--- src/rtl/alu_pkg.sv ---
// Shared definitions for the bit-slice ALU: operation codes and the
// per-slice output selector encoding. Bit 2 of an operation code is
// both the b-inversion control and the carry into bit 0.
package alu_pkg;

    typedef enum logic [2:0] {
        ALU_AND = 3'b000,
        ALU_OR  = 3'b001,
        ALU_ADD = 3'b010,
        ALU_SUB = 3'b110,
        ALU_SLT = 3'b111
    } alu_op_e;

    // Output selector of one slice, taken from op[1:0]
    typedef enum logic [1:0] {
        SEL_AND  = 2'b00,
        SEL_OR   = 2'b01,
        SEL_SUM  = 2'b10,
        SEL_LESS = 2'b11
    } slice_sel_e;

endpackage

--- src/rtl/alu_bit_slice.sv ---
// One-bit ALU slice: optional inversion of b, full adder and a four-way
// output selector. Assumes the less input is driven by the top slice
// for bit 0 and is tied low elsewhere.
module alu_bit_slice
    import alu_pkg::*;
(
    input  logic       a_bit,
    input  logic       b_bit,
    input  logic       b_invert,
    input  logic       carry_in,
    input  logic       less_in,
    input  logic [1:0] sel,
    output logic       res_bit,
    output logic       carry_out
);

    logic b_eff;
    logic sum_bit;

    // Operand conditioning and full-adder equations
    always_comb begin
        b_eff     = b_bit ^ b_invert;
        sum_bit   = a_bit ^ b_eff ^ carry_in;
        carry_out = (a_bit & b_eff) | (a_bit & carry_in) | (b_eff & carry_in);
    end

    // Output selector driven by the low operation-code bits
    always_comb begin
        case (slice_sel_e'(sel))
            SEL_AND: res_bit = a_bit & b_eff;
            SEL_OR:  res_bit = a_bit | b_eff;
            SEL_SUM: res_bit = sum_bit;
            default: res_bit = less_in;
        endcase
    end

endmodule

--- src/rtl/alu_msb_slice.sv ---
// Most significant slice: the same datapath as a normal slice, plus the
// signed overflow (carry in xor carry out) and the signed less-than
// decision (adder sign xor overflow). Its carry out is kept internal.
module alu_msb_slice
    import alu_pkg::*;
(
    input  logic       a_bit,
    input  logic       b_bit,
    input  logic       b_invert,
    input  logic       carry_in,
    input  logic [1:0] sel,
    output logic       res_bit,
    output logic       set_less,
    output logic       ovf_raw
);

    logic sum_bit;
    logic carry_out;

    alu_bit_slice u_core (
        .a_bit     (a_bit),
        .b_bit     (b_bit),
        .b_invert  (b_invert),
        .carry_in  (carry_in),
        .less_in   (1'b0),
        .sel       (SEL_SUM),
        .res_bit   (sum_bit),
        .carry_out (carry_out)
    );

    // Overflow and corrected sign for the less-than decision
    always_comb begin
        ovf_raw  = carry_in ^ carry_out;
        set_less = sum_bit ^ ovf_raw;
    end

    // Top result bit: sum or logic, and zero in less-than mode
    always_comb begin
        case (slice_sel_e'(sel))
            SEL_AND: res_bit = a_bit & (b_bit ^ b_invert);
            SEL_OR:  res_bit = a_bit | (b_bit ^ b_invert);
            SEL_SUM: res_bit = sum_bit;
            default: res_bit = 1'b0;
        endcase
    end

endmodule

--- src/rtl/alu_zero_detect.sv ---
// All-zero detector over a result word, built as a two-level OR tree
// of GROUP-bit chunks. Assumes WIDTH >= 1.
module alu_zero_detect #(
    parameter int WIDTH = 32,
    parameter int GROUP = 8
) (
    input  logic [WIDTH-1:0] word,
    output logic             is_zero
);

    localparam int NGROUPS = (WIDTH + GROUP - 1) / GROUP;
    localparam int PADDED  = NGROUPS * GROUP;

    logic [PADDED-1:0]  padded;
    logic [NGROUPS-1:0] group_any;

    // Pad the word to a whole number of groups
    always_comb begin
        padded             = '0;
        padded[WIDTH-1:0]  = word;
    end

    for (genvar g = 0; g < NGROUPS; g++) begin : g_group
        assign group_any[g] = |padded[g*GROUP +: GROUP];
    end

    // Final level of the OR tree
    assign is_zero = ~|group_any;

endmodule

--- src/rtl/alu_slt_core.sv ---
// Combinational ALU of WIDTH one-bit slices with a ripple carry chain.
// op[2] inverts b and is the carry into bit 0. op[1:0] selects the
// slice output. The top slice's less-than bit feeds slice 0.
// Assumes WIDTH >= 2.
module alu_slt_core
    import alu_pkg::*;
#(
    parameter int WIDTH = 32
) (
    input  logic [WIDTH-1:0] a,
    input  logic [WIDTH-1:0] b,
    input  logic [2:0]       op,
    output logic [WIDTH-1:0] result,
    output logic             zero,
    output logic             overflow
);

    localparam int MSB = WIDTH - 1;

    logic [MSB:0] carry;
    logic         set_less;
    logic         ovf_raw;
    logic         arith_op;

    assign carry[0] = op[2];

    for (genvar i = 0; i < MSB; i++) begin : g_slice
        if (i == 0) begin : g_lsb
            alu_bit_slice u_slice (
                .a_bit     (a[i]),
                .b_bit     (b[i]),
                .b_invert  (op[2]),
                .carry_in  (carry[i]),
                .less_in   (set_less),
                .sel       (op[1:0]),
                .res_bit   (result[i]),
                .carry_out (carry[i+1])
            );
        end else begin : g_mid
            alu_bit_slice u_slice (
                .a_bit     (a[i]),
                .b_bit     (b[i]),
                .b_invert  (op[2]),
                .carry_in  (carry[i]),
                .less_in   (1'b0),
                .sel       (op[1:0]),
                .res_bit   (result[i]),
                .carry_out (carry[i+1])
            );
        end
    end

    alu_msb_slice u_msb (
        .a_bit    (a[MSB]),
        .b_bit    (b[MSB]),
        .b_invert (op[2]),
        .carry_in (carry[MSB]),
        .sel      (op[1:0]),
        .res_bit  (result[MSB]),
        .set_less (set_less),
        .ovf_raw  (ovf_raw)
    );

    // Report overflow only when the adder output is the result
    always_comb begin
        arith_op = (slice_sel_e'(op[1:0]) == SEL_SUM);
        overflow = ovf_raw & arith_op;
    end

    alu_zero_detect #(
        .WIDTH (WIDTH),
        .GROUP (8)
    ) u_zero (
        .word    (result),
        .is_zero (zero)
    );

endmodule

--- config.mk ---
export PLATFORM = sky130hd
export DESIGN_NAME = alu_slt_core
export DESIGN_NICKNAME = d
export VERILOG_FILES = /design/src/rtl/alu_pkg.sv /design/src/rtl/alu_bit_slice.sv /design/src/rtl/alu_msb_slice.sv /design/src/rtl/alu_zero_detect.sv /design/src/rtl/alu_slt_core.sv
export SDC_FILE = /design/constraint.sdc
export NUM_CORES = 1
export LEC_CHECK = 0
export BUFFER_PORTS_ARGS = -buffer_cell sky130_fd_sc_hd__buf_2
export CAP_MARGIN = 20
export CORE_UTILIZATION = 25
export DETAILED_ROUTE_END_ITERATION = 6
export PLACE_DENSITY = 0.49
export SLEW_MARGIN = 5
export SYNTH_ARGS = -nofsm -noshare
export SYNTH_HDL_FRONTEND = slang
export SYNTH_HIERARCHICAL = 1
export SYNTH_SLANG_ARGS = --single-unit
--- constraint.sdc ---
create_clock -name vclk -period 30.1
set_input_delay 4.515 -clock vclk [all_inputs]
set_output_delay 4.515 -clock vclk [all_outputs]
set_load 0.03 [all_outputs]
# [Yosys cells after proc, flatten, opt, wreduce, memory -nomap -nowiden]
# Index checks and enable logic that the tools add are counted.
[classes] n_eq_ne=2 mux=32 bitwise_logic=291 reduce_logical=3
[op_table] op="1-bit bitwise XOR" n=98
[op_table] op="1-bit bitwise AND" n=97
[op_table] op="1-bit bitwise OR" n=96
[op_table] op="1-bit one-hot mux with 3 select lines" n=32
[op_table] op="32-bit OR reduction" n=1
[op_table] op="2-bit by 1-bit == test with 1-bit output (second input constant)" n=1
[op_table] op="2-bit == test (second input constant)" n=1
[op_table] op="2-bit logical NOT" n=1
[op_table] op="1-bit logical NOT" n=1
[word_totals] register_bits=0 inputBits=67 output_inout_bits=34 word_cells=328

# [Depth between registers and ports, before layout]
[logic_depth] word_depth=102 ltp_mapped=39

# [Hierarchy]
# Netlist, hierarchy kept.
[by_module_without_submodules] mod="alu_bit_slice" n_inst=32 cells_each=8 area_each_um2=87.6 seq_area_each_um2=0.0
[by_module_without_submodules] mod="alu_zero_detect" n_inst=1 cells_each=11 area_each_um2=72.6 seq_area_each_um2=0.0
[by_module_without_submodules] mod="alu_msb_slice" n_inst=1 cells_each=9 area_each_um2=61.3 seq_area_each_um2=0.0
[by_module_without_submodules] mod="alu_slt_core" n_inst=1 cells_each=2 area_each_um2=12.5 seq_area_each_um2=0.0

# [Worst setup path after synthesis]
# No wires, ideal clock.
[synth_path] kind="input -> output" start="input op[2]" end="output zero" arrival_time_ns=20.178 t_required_ns=25.585 path_slack_ns=5.407 path_stages=39 n_path_buf=0 cell_sequence="xor2_1 -> fa_1 -> fa_1 -> fa_1 -> fa_1 -> fa_1 -> fa_1 -> fa_1 -> fa_1 -> fa_1 -> fa_1 -> fa_1 -> fa_1 -> fa_1 -> fa_1 -> fa_1 -> fa_1 -> fa_1 -> [... 3 more ...] -> fa_1 -> fa_1 -> fa_1 -> fa_1 -> fa_1 -> fa_1 -> fa_1 -> fa_1 -> fa_1 -> fa_1 -> fa_1 -> fa_1 -> mux4_2 -> xor2_1 -> mux4_2 -> nor4_1 -> nand4_1 -> nor2_1"
[synth_between] elab_cells_between_ends=324 classes_between="mux: 32; bitwise: 290; reduce/logical: 2"
[synth_rtl] item="from (decl)" line_no="alu_slt_core.sv:12" source="input logic [2:0] op,"
[synth_rtl] item="1-bit bitwise XOR" line_no="alu_bit_slice.sv:22" source="b_eff = b_bit ^ b_invert;"
[synth_rtl] item="1-bit bitwise AND" line_no="alu_bit_slice.sv:24" source="carry_out = (a_bit & b_eff) | (a_bit & carry_in) | (b_eff & carry_in);"
[synth_rtl] item="1-bit bitwise OR" line_no="alu_bit_slice.sv:24"
[synth_rtl] item="1-bit bitwise OR (*)" line_no="alu_bit_slice.sv:24"
[synth_rtl] item="named net carry[1]" line_no="alu_slt_core.sv:20" source="logic [MSB:0] carry;"
[synth_rtl] item="1-bit bitwise AND" line_no="alu_bit_slice.sv:24"
[synth_rtl] item="1-bit bitwise OR" line_no="alu_bit_slice.sv:24"
[synth_rtl] item="1-bit bitwise OR (*)" line_no="alu_bit_slice.sv:24"
[synth_rtl] item="named net carry[2]" line_no="alu_slt_core.sv:20"
[synth_rtl] item="[... 3 more ...]"
[synth_rtl] item="named net carry[3]" line_no="alu_slt_core.sv:20"
[synth_rtl] item="[... 3 more ...]"
[synth_rtl] item="named net carry[4]" line_no="alu_slt_core.sv:20"
[synth_rtl] item="[... 3 more ...]"
[synth_rtl] item="named net carry[5]" line_no="alu_slt_core.sv:20"
[synth_rtl] item="[... 3 more ...]"
[synth_rtl] item="named net carry[6]" line_no="alu_slt_core.sv:20"
[synth_rtl] item="[... 3 more ...]"
[synth_rtl] item="named net carry[7]" line_no="alu_slt_core.sv:20"
[synth_rtl] item="[... 3 more ...]"
[synth_rtl] item="named net carry[8]" line_no="alu_slt_core.sv:20"
[synth_rtl] item="[... 3 more ...]"
[synth_rtl] item="named net carry[9]" line_no="alu_slt_core.sv:20"
[synth_rtl] item="[... 3 more ...]"
[synth_rtl] item="named net carry[10]" line_no="alu_slt_core.sv:20"
[synth_rtl] item="[... 3 more ...]"
[synth_rtl] item="named net carry[11]" line_no="alu_slt_core.sv:20"
[synth_rtl] item="[... 3 more ...]"
[synth_rtl] item="named net carry[12]" line_no="alu_slt_core.sv:20"
[synth_rtl] item="[... 3 more ...]"
[synth_rtl] item="named net carry[13]" line_no="alu_slt_core.sv:20"
[synth_rtl] item="[... 3 more ...]"
[synth_rtl] item="named net carry[14]" line_no="alu_slt_core.sv:20"
[synth_rtl] item="[... 3 more ...]"
[synth_rtl] item="named net carry[15]" line_no="alu_slt_core.sv:20"
[synth_rtl] item="[... 3 more ...]"
[synth_rtl] item="named net carry[16]" line_no="alu_slt_core.sv:20"
[synth_rtl] item="[... 3 more ...]"
[synth_rtl] item="named net carry[17]" line_no="alu_slt_core.sv:20"
[synth_rtl] item="[... 3 more ...]"
[synth_rtl] item="named net carry[18]" line_no="alu_slt_core.sv:20"
[synth_rtl] item="[... 3 more ...]"
[synth_rtl] item="named net carry[19]" line_no="alu_slt_core.sv:20"
[synth_rtl] item="[... 3 more ...]"
[synth_rtl] item="named net carry[20]" line_no="alu_slt_core.sv:20"
[synth_rtl] item="[... 3 more ...]"
[synth_rtl] item="named net carry[21]" line_no="alu_slt_core.sv:20"
[synth_rtl] item="[... 3 more ...]"
[synth_rtl] item="named net carry[22]" line_no="alu_slt_core.sv:20"
[synth_rtl] item="[... 3 more ...]"
[synth_rtl] item="named net carry[23]" line_no="alu_slt_core.sv:20"
[synth_rtl] item="[... 3 more ...]"
[synth_rtl] item="named net carry[24]" line_no="alu_slt_core.sv:20"
[synth_rtl] item="[... 3 more ...]"
[synth_rtl] item="named net carry[25]" line_no="alu_slt_core.sv:20"
[synth_rtl] item="[... 3 more ...]"
[synth_rtl] item="named net carry[26]" line_no="alu_slt_core.sv:20"
[synth_rtl] item="[... 3 more ...]"
[synth_rtl] item="named net carry[27]" line_no="alu_slt_core.sv:20"
[synth_rtl] item="[... 3 more ...]"
[synth_rtl] item="named net carry[28]" line_no="alu_slt_core.sv:20"
[synth_rtl] item="[... 3 more ...]"
[synth_rtl] item="named net carry[29]" line_no="alu_slt_core.sv:20"
[synth_rtl] item="[... 3 more ...]"
[synth_rtl] item="named net carry[30]" line_no="alu_slt_core.sv:20"
[synth_rtl] item="[... 3 more ...]"
[synth_rtl] item="named net carry[31]" line_no="alu_slt_core.sv:20"
[synth_rtl] item="1-bit bitwise XOR (*)" line_no="alu_bit_slice.sv:23" source="sum_bit = a_bit ^ b_eff ^ carry_in;"
[synth_rtl] item="named net u_msb.sum_bit" line_no="alu_msb_slice.sv:17" source="logic sum_bit;"
[synth_rtl] item="1-bit bitwise XOR (*)" line_no="alu_msb_slice.sv:34" source="set_less = sum_bit ^ ovf_raw;"
[synth_rtl] item="named net set_less" line_no="alu_slt_core.sv:21" source="logic set_less;"
[synth_rtl] item="1-bit one-hot mux with 3 select lines (*)" line_no="alu_bit_slice.sv:29" source="case (slice_sel_e'(sel))"
[synth_rtl] item="named net result[0]" line_no="alu_slt_core.sv:13" source="output logic [WIDTH-1:0] result,"
[synth_rtl] item="32-bit OR reduction (*)" line_no="alu_zero_detect.sv:28" source="assign is_zero = ~|group_any;"
[synth_rtl] item="1-bit logical NOT (*)" line_no="alu_zero_detect.sv:28"
[synth_rtl] item="to (decl)" line_no="alu_slt_core.sv:14" source="output logic zero,"
# The timed path passes the listed nets; every way through them passes the cells marked *.

# [Final worst setup path]
[layout_path] start="input op[2]" end="output zero"
[layout_between] elab_cells_between_ends=324 classes_between="mux: 32; bitwise: 290; reduce/logical: 2"
[layout_rtl] item="1-bit bitwise XOR" line_no="alu_bit_slice.sv:22"
[layout_rtl] item="1-bit bitwise AND" line_no="alu_bit_slice.sv:24"
[layout_rtl] item="1-bit bitwise OR" line_no="alu_bit_slice.sv:24"
[layout_rtl] item="1-bit bitwise OR (*)" line_no="alu_bit_slice.sv:24"
[layout_rtl] item="named net carry[1]" line_no="alu_slt_core.sv:20"
[layout_rtl] item="1-bit bitwise AND" line_no="alu_bit_slice.sv:24"
[layout_rtl] item="1-bit bitwise OR" line_no="alu_bit_slice.sv:24"
[layout_rtl] item="1-bit bitwise OR (*)" line_no="alu_bit_slice.sv:24"
[layout_rtl] item="named net carry[2]" line_no="alu_slt_core.sv:20"
[layout_rtl] item="[... 3 more ...]"
[layout_rtl] item="named net carry[3]" line_no="alu_slt_core.sv:20"
[layout_rtl] item="[... 3 more ...]"
[layout_rtl] item="named net carry[4]" line_no="alu_slt_core.sv:20"
[layout_rtl] item="[... 3 more ...]"
[layout_rtl] item="named net carry[5]" line_no="alu_slt_core.sv:20"
[layout_rtl] item="[... 3 more ...]"
[layout_rtl] item="named net carry[6]" line_no="alu_slt_core.sv:20"
[layout_rtl] item="[... 3 more ...]"
[layout_rtl] item="named net carry[7]" line_no="alu_slt_core.sv:20"
[layout_rtl] item="[... 3 more ...]"
[layout_rtl] item="named net carry[8]" line_no="alu_slt_core.sv:20"
[layout_rtl] item="[... 3 more ...]"
[layout_rtl] item="named net carry[9]" line_no="alu_slt_core.sv:20"
[layout_rtl] item="[... 3 more ...]"
[layout_rtl] item="named net carry[10]" line_no="alu_slt_core.sv:20"
[layout_rtl] item="[... 3 more ...]"
[layout_rtl] item="named net carry[11]" line_no="alu_slt_core.sv:20"
[layout_rtl] item="[... 3 more ...]"
[layout_rtl] item="named net carry[12]" line_no="alu_slt_core.sv:20"
[layout_rtl] item="[... 3 more ...]"
[layout_rtl] item="named net carry[13]" line_no="alu_slt_core.sv:20"
[layout_rtl] item="[... 3 more ...]"
[layout_rtl] item="named net carry[14]" line_no="alu_slt_core.sv:20"
[layout_rtl] item="[... 3 more ...]"
[layout_rtl] item="named net carry[15]" line_no="alu_slt_core.sv:20"
[layout_rtl] item="[... 3 more ...]"
[layout_rtl] item="named net carry[16]" line_no="alu_slt_core.sv:20"
[layout_rtl] item="[... 3 more ...]"
[layout_rtl] item="named net carry[17]" line_no="alu_slt_core.sv:20"
[layout_rtl] item="[... 3 more ...]"
[layout_rtl] item="named net carry[18]" line_no="alu_slt_core.sv:20"
[layout_rtl] item="[... 3 more ...]"
[layout_rtl] item="named net carry[19]" line_no="alu_slt_core.sv:20"
[layout_rtl] item="[... 3 more ...]"
[layout_rtl] item="named net carry[20]" line_no="alu_slt_core.sv:20"
[layout_rtl] item="[... 3 more ...]"
[layout_rtl] item="named net carry[21]" line_no="alu_slt_core.sv:20"
[layout_rtl] item="[... 3 more ...]"
[layout_rtl] item="named net carry[22]" line_no="alu_slt_core.sv:20"
[layout_rtl] item="[... 3 more ...]"
[layout_rtl] item="named net carry[23]" line_no="alu_slt_core.sv:20"
[layout_rtl] item="[... 3 more ...]"
[layout_rtl] item="named net carry[24]" line_no="alu_slt_core.sv:20"
[layout_rtl] item="[... 3 more ...]"
[layout_rtl] item="named net carry[25]" line_no="alu_slt_core.sv:20"
[layout_rtl] item="[... 3 more ...]"
[layout_rtl] item="named net carry[26]" line_no="alu_slt_core.sv:20"
[layout_rtl] item="[... 3 more ...]"
[layout_rtl] item="named net carry[27]" line_no="alu_slt_core.sv:20"
[layout_rtl] item="[... 3 more ...]"
[layout_rtl] item="named net carry[28]" line_no="alu_slt_core.sv:20"
[layout_rtl] item="[... 3 more ...]"
[layout_rtl] item="named net carry[29]" line_no="alu_slt_core.sv:20"
[layout_rtl] item="[... 3 more ...]"
[layout_rtl] item="named net carry[30]" line_no="alu_slt_core.sv:20"
[layout_rtl] item="[... 3 more ...]"
[layout_rtl] item="named net carry[31]" line_no="alu_slt_core.sv:20"
[layout_rtl] item="1-bit bitwise XOR (*)" line_no="alu_bit_slice.sv:23"
[layout_rtl] item="named net u_msb.sum_bit" line_no="alu_msb_slice.sv:17"
[layout_rtl] item="1-bit bitwise XOR (*)" line_no="alu_msb_slice.sv:34"
[layout_rtl] item="named net set_less" line_no="alu_slt_core.sv:21"
[layout_rtl] item="1-bit one-hot mux with 3 select lines (*)" line_no="alu_bit_slice.sv:29"
[layout_rtl] item="32-bit OR reduction (*)" line_no="alu_zero_detect.sv:28"
[layout_rtl] item="1-bit logical NOT (*)" line_no="alu_zero_detect.sv:28"
# Marked as above.

==> impl_results.md <==
- Synthesis Warnings: 6
- Top post-synthesis cells by count: inv_1 (97), ha_1 (64), xor2_1 (35), fa_1 (32), mux4_2 (32)
- DR pass1 iterations: 4
- Hold-fix buffers, CTS: 0
- Ranking of synthesized cells by area: ha_1 (27%), mux4_2 (24%), fa_1 (22%)
- Final nets: 576
- Largest area contributor in the netlist: ha_1
- Cell Pwr Density: between 20 and 25 nW/um^2
- Most frequent cell after synthesis: inv_1
- Crit Path Category: input pin to output port
- Setup Total Neg Slack: 0 ns
- Post-synthesis average cell area: between 10 and 15 sq um
- Leakage power total: around 2.1 nW
- Mapped Cells: between 200 and 300
- Fill count: around 1200
- Top-level I/O count: between 100 and 150
- ANT cells: 0
- Post-DRT Antenna Nets: 0
- Largest net degree at the start of global routing: 35
- Initial antenna violation count: 0
- Maximum net fanout on the critical path: 18
- Hold Violations, Final: 0
- Routability congestion estimate: around 0.80
- First-pass GRT wire length: between 10 and 15 mm
- IO Port Bufs: 101
- Req. time, crit path: 25.59 ns
- CTS resizes: 0
- Netlist cell types: 14
- Final setup vio count: 0
- DR vias/cell: between 4 and 5
- Placeable Area: 11500 sq um
- Worst-margin pin slew: 0.841 ns
- Vias in the first global route: approximately 2400
- RSZ-0062 raised after global routing: false
- Iter 0 DRT Violations: 70
- FF+latch area: 0 sq um
- Die Y-Extent: 111 microns
- Hold Crit Class: input pin to output port
- Final WL: roughly 7.0 mm
- Crit-path most repeated cell: fa_1
- Worst Path Buf+Inv: 2
- DRC viols: 0
- Post-synthesis instance area: 2950 sq um
- Crit end category: output port
- Sequential area share after synthesis: 0
- Slew headroom: 0.439
- Final Max Tran Viols: 0
- Vias: between 2000 and 2500
- Seq_cells: 0
- Final min period: ~26 ns
- Final Cycle Share: 0.851
- Die Area: 12200 sq um
- Chip width: ~110 microns
- Initial core utilization: 0.257
- Fmax: 39.1 MHz
- Clock buf count: 0
- Worst setup SP type: input pin
- VDD IR max: approximately 0.000013 V
- Area Overhead vs Synth: 27.5%
- CP delay by family, top: adder cells
- Overflow left after global routing: 0
- Layout cell share with drive strength beyond 1: 0.333
- Cell area after layout: between 3000 and 4000 sq um
- Slowest library cell on the worst path: mux4_2
- Share of the synthesized area in the top cell type: 0.272
- DP HPWL: approximately 6.2 mm
- Crit path DAT: ~21 ns
- Status: finished, final reports clean
- Core Rows: 39
- Post-CTS Repair Setup Buffers: 0
- GRT Util Overall: 0.117
- Routed len/inst: about 13 microns
- Crit-path max cell delay: 0.49 ns
- Cell area after placement: 3760 sq um
- Max-capacitance violation count: 0
## path summary, 6_finish.rpt
path,end,slack (ns),startpoint,cells after the start
min,result[31],9.69,a[31],4
max,zero,4.50,op[2],41
## power breakdown
group	total, mW	internal (mW)	switching [mW]
combinational	0.0829	0.0329	0.0500
sequential	0	0	0
clock	0	0	0
total	0.0829	0.0329	0.0500
## placed cells by master (no fill, tap or decap), drive strengths merged
cell type	n
maj3	1
conb	33
mux4	32
fa	32
and3b	1
inv	97
buf	103
ha	64
o2bb2ai	1
nand4	2
nor4	8
xor2	35
nor2	1
nand2	1
## kinds of logic (layout without fill, tap and decap cells)
kind of cell | count (synthesis) | in the layout | synth area share
buffers and inverters | 97 | 200 | 0.123
xor gates and xnor gates | 35 | 35 | 0.104
muxes | 32 | 32 | 0.244
other | 3 | 33 | 0.00382
adders and majority gates | 97 | 97 | 0.493
AOI/OAI and AO/OA | 1 | 1 | 0.00297
and+or+nand+nor | 13 | 13 | 0.0288
## stage by stage
step	power [mW]	std cells	utilization	hold slack (ns)	setup slack, ns
6_report	0.0829	554	0.328	9.69	4.50
3_5_place_dp	0.0849	554	0.328	9.69	4.25
2_1_floorplan	0.0559	308	-	9.22	5.41
3_3_place_gp	0.0829	554	0.328	9.70	4.49
5_1_grt	0.0932	554	0.328	9.74	3.71
4_1_cts	0.0852	554	0.328	9.70	4.21
## cell type report
| type | instances | area, sq um | area share |
|---|---|---|---|
| multi-input combinational | 211 | 2700 | 0.717 |
| timing repair buffer | 103 | 520 | 0.138 |
| inverter | 97 | 364 | 0.0968 |
| tap | 143 | 179 | 0.0476 |
## routing by layer
metal  vias up  routed length, microns  GRT usage
met2        62                    3610      0.221
li1       1088                       -          -
met3         0                     327    0.00878
met4         0                       0          0
met1      1096                    3020      0.155
met5         -                       0          0
No activity file was read; power rests on OpenSTA's default activity.
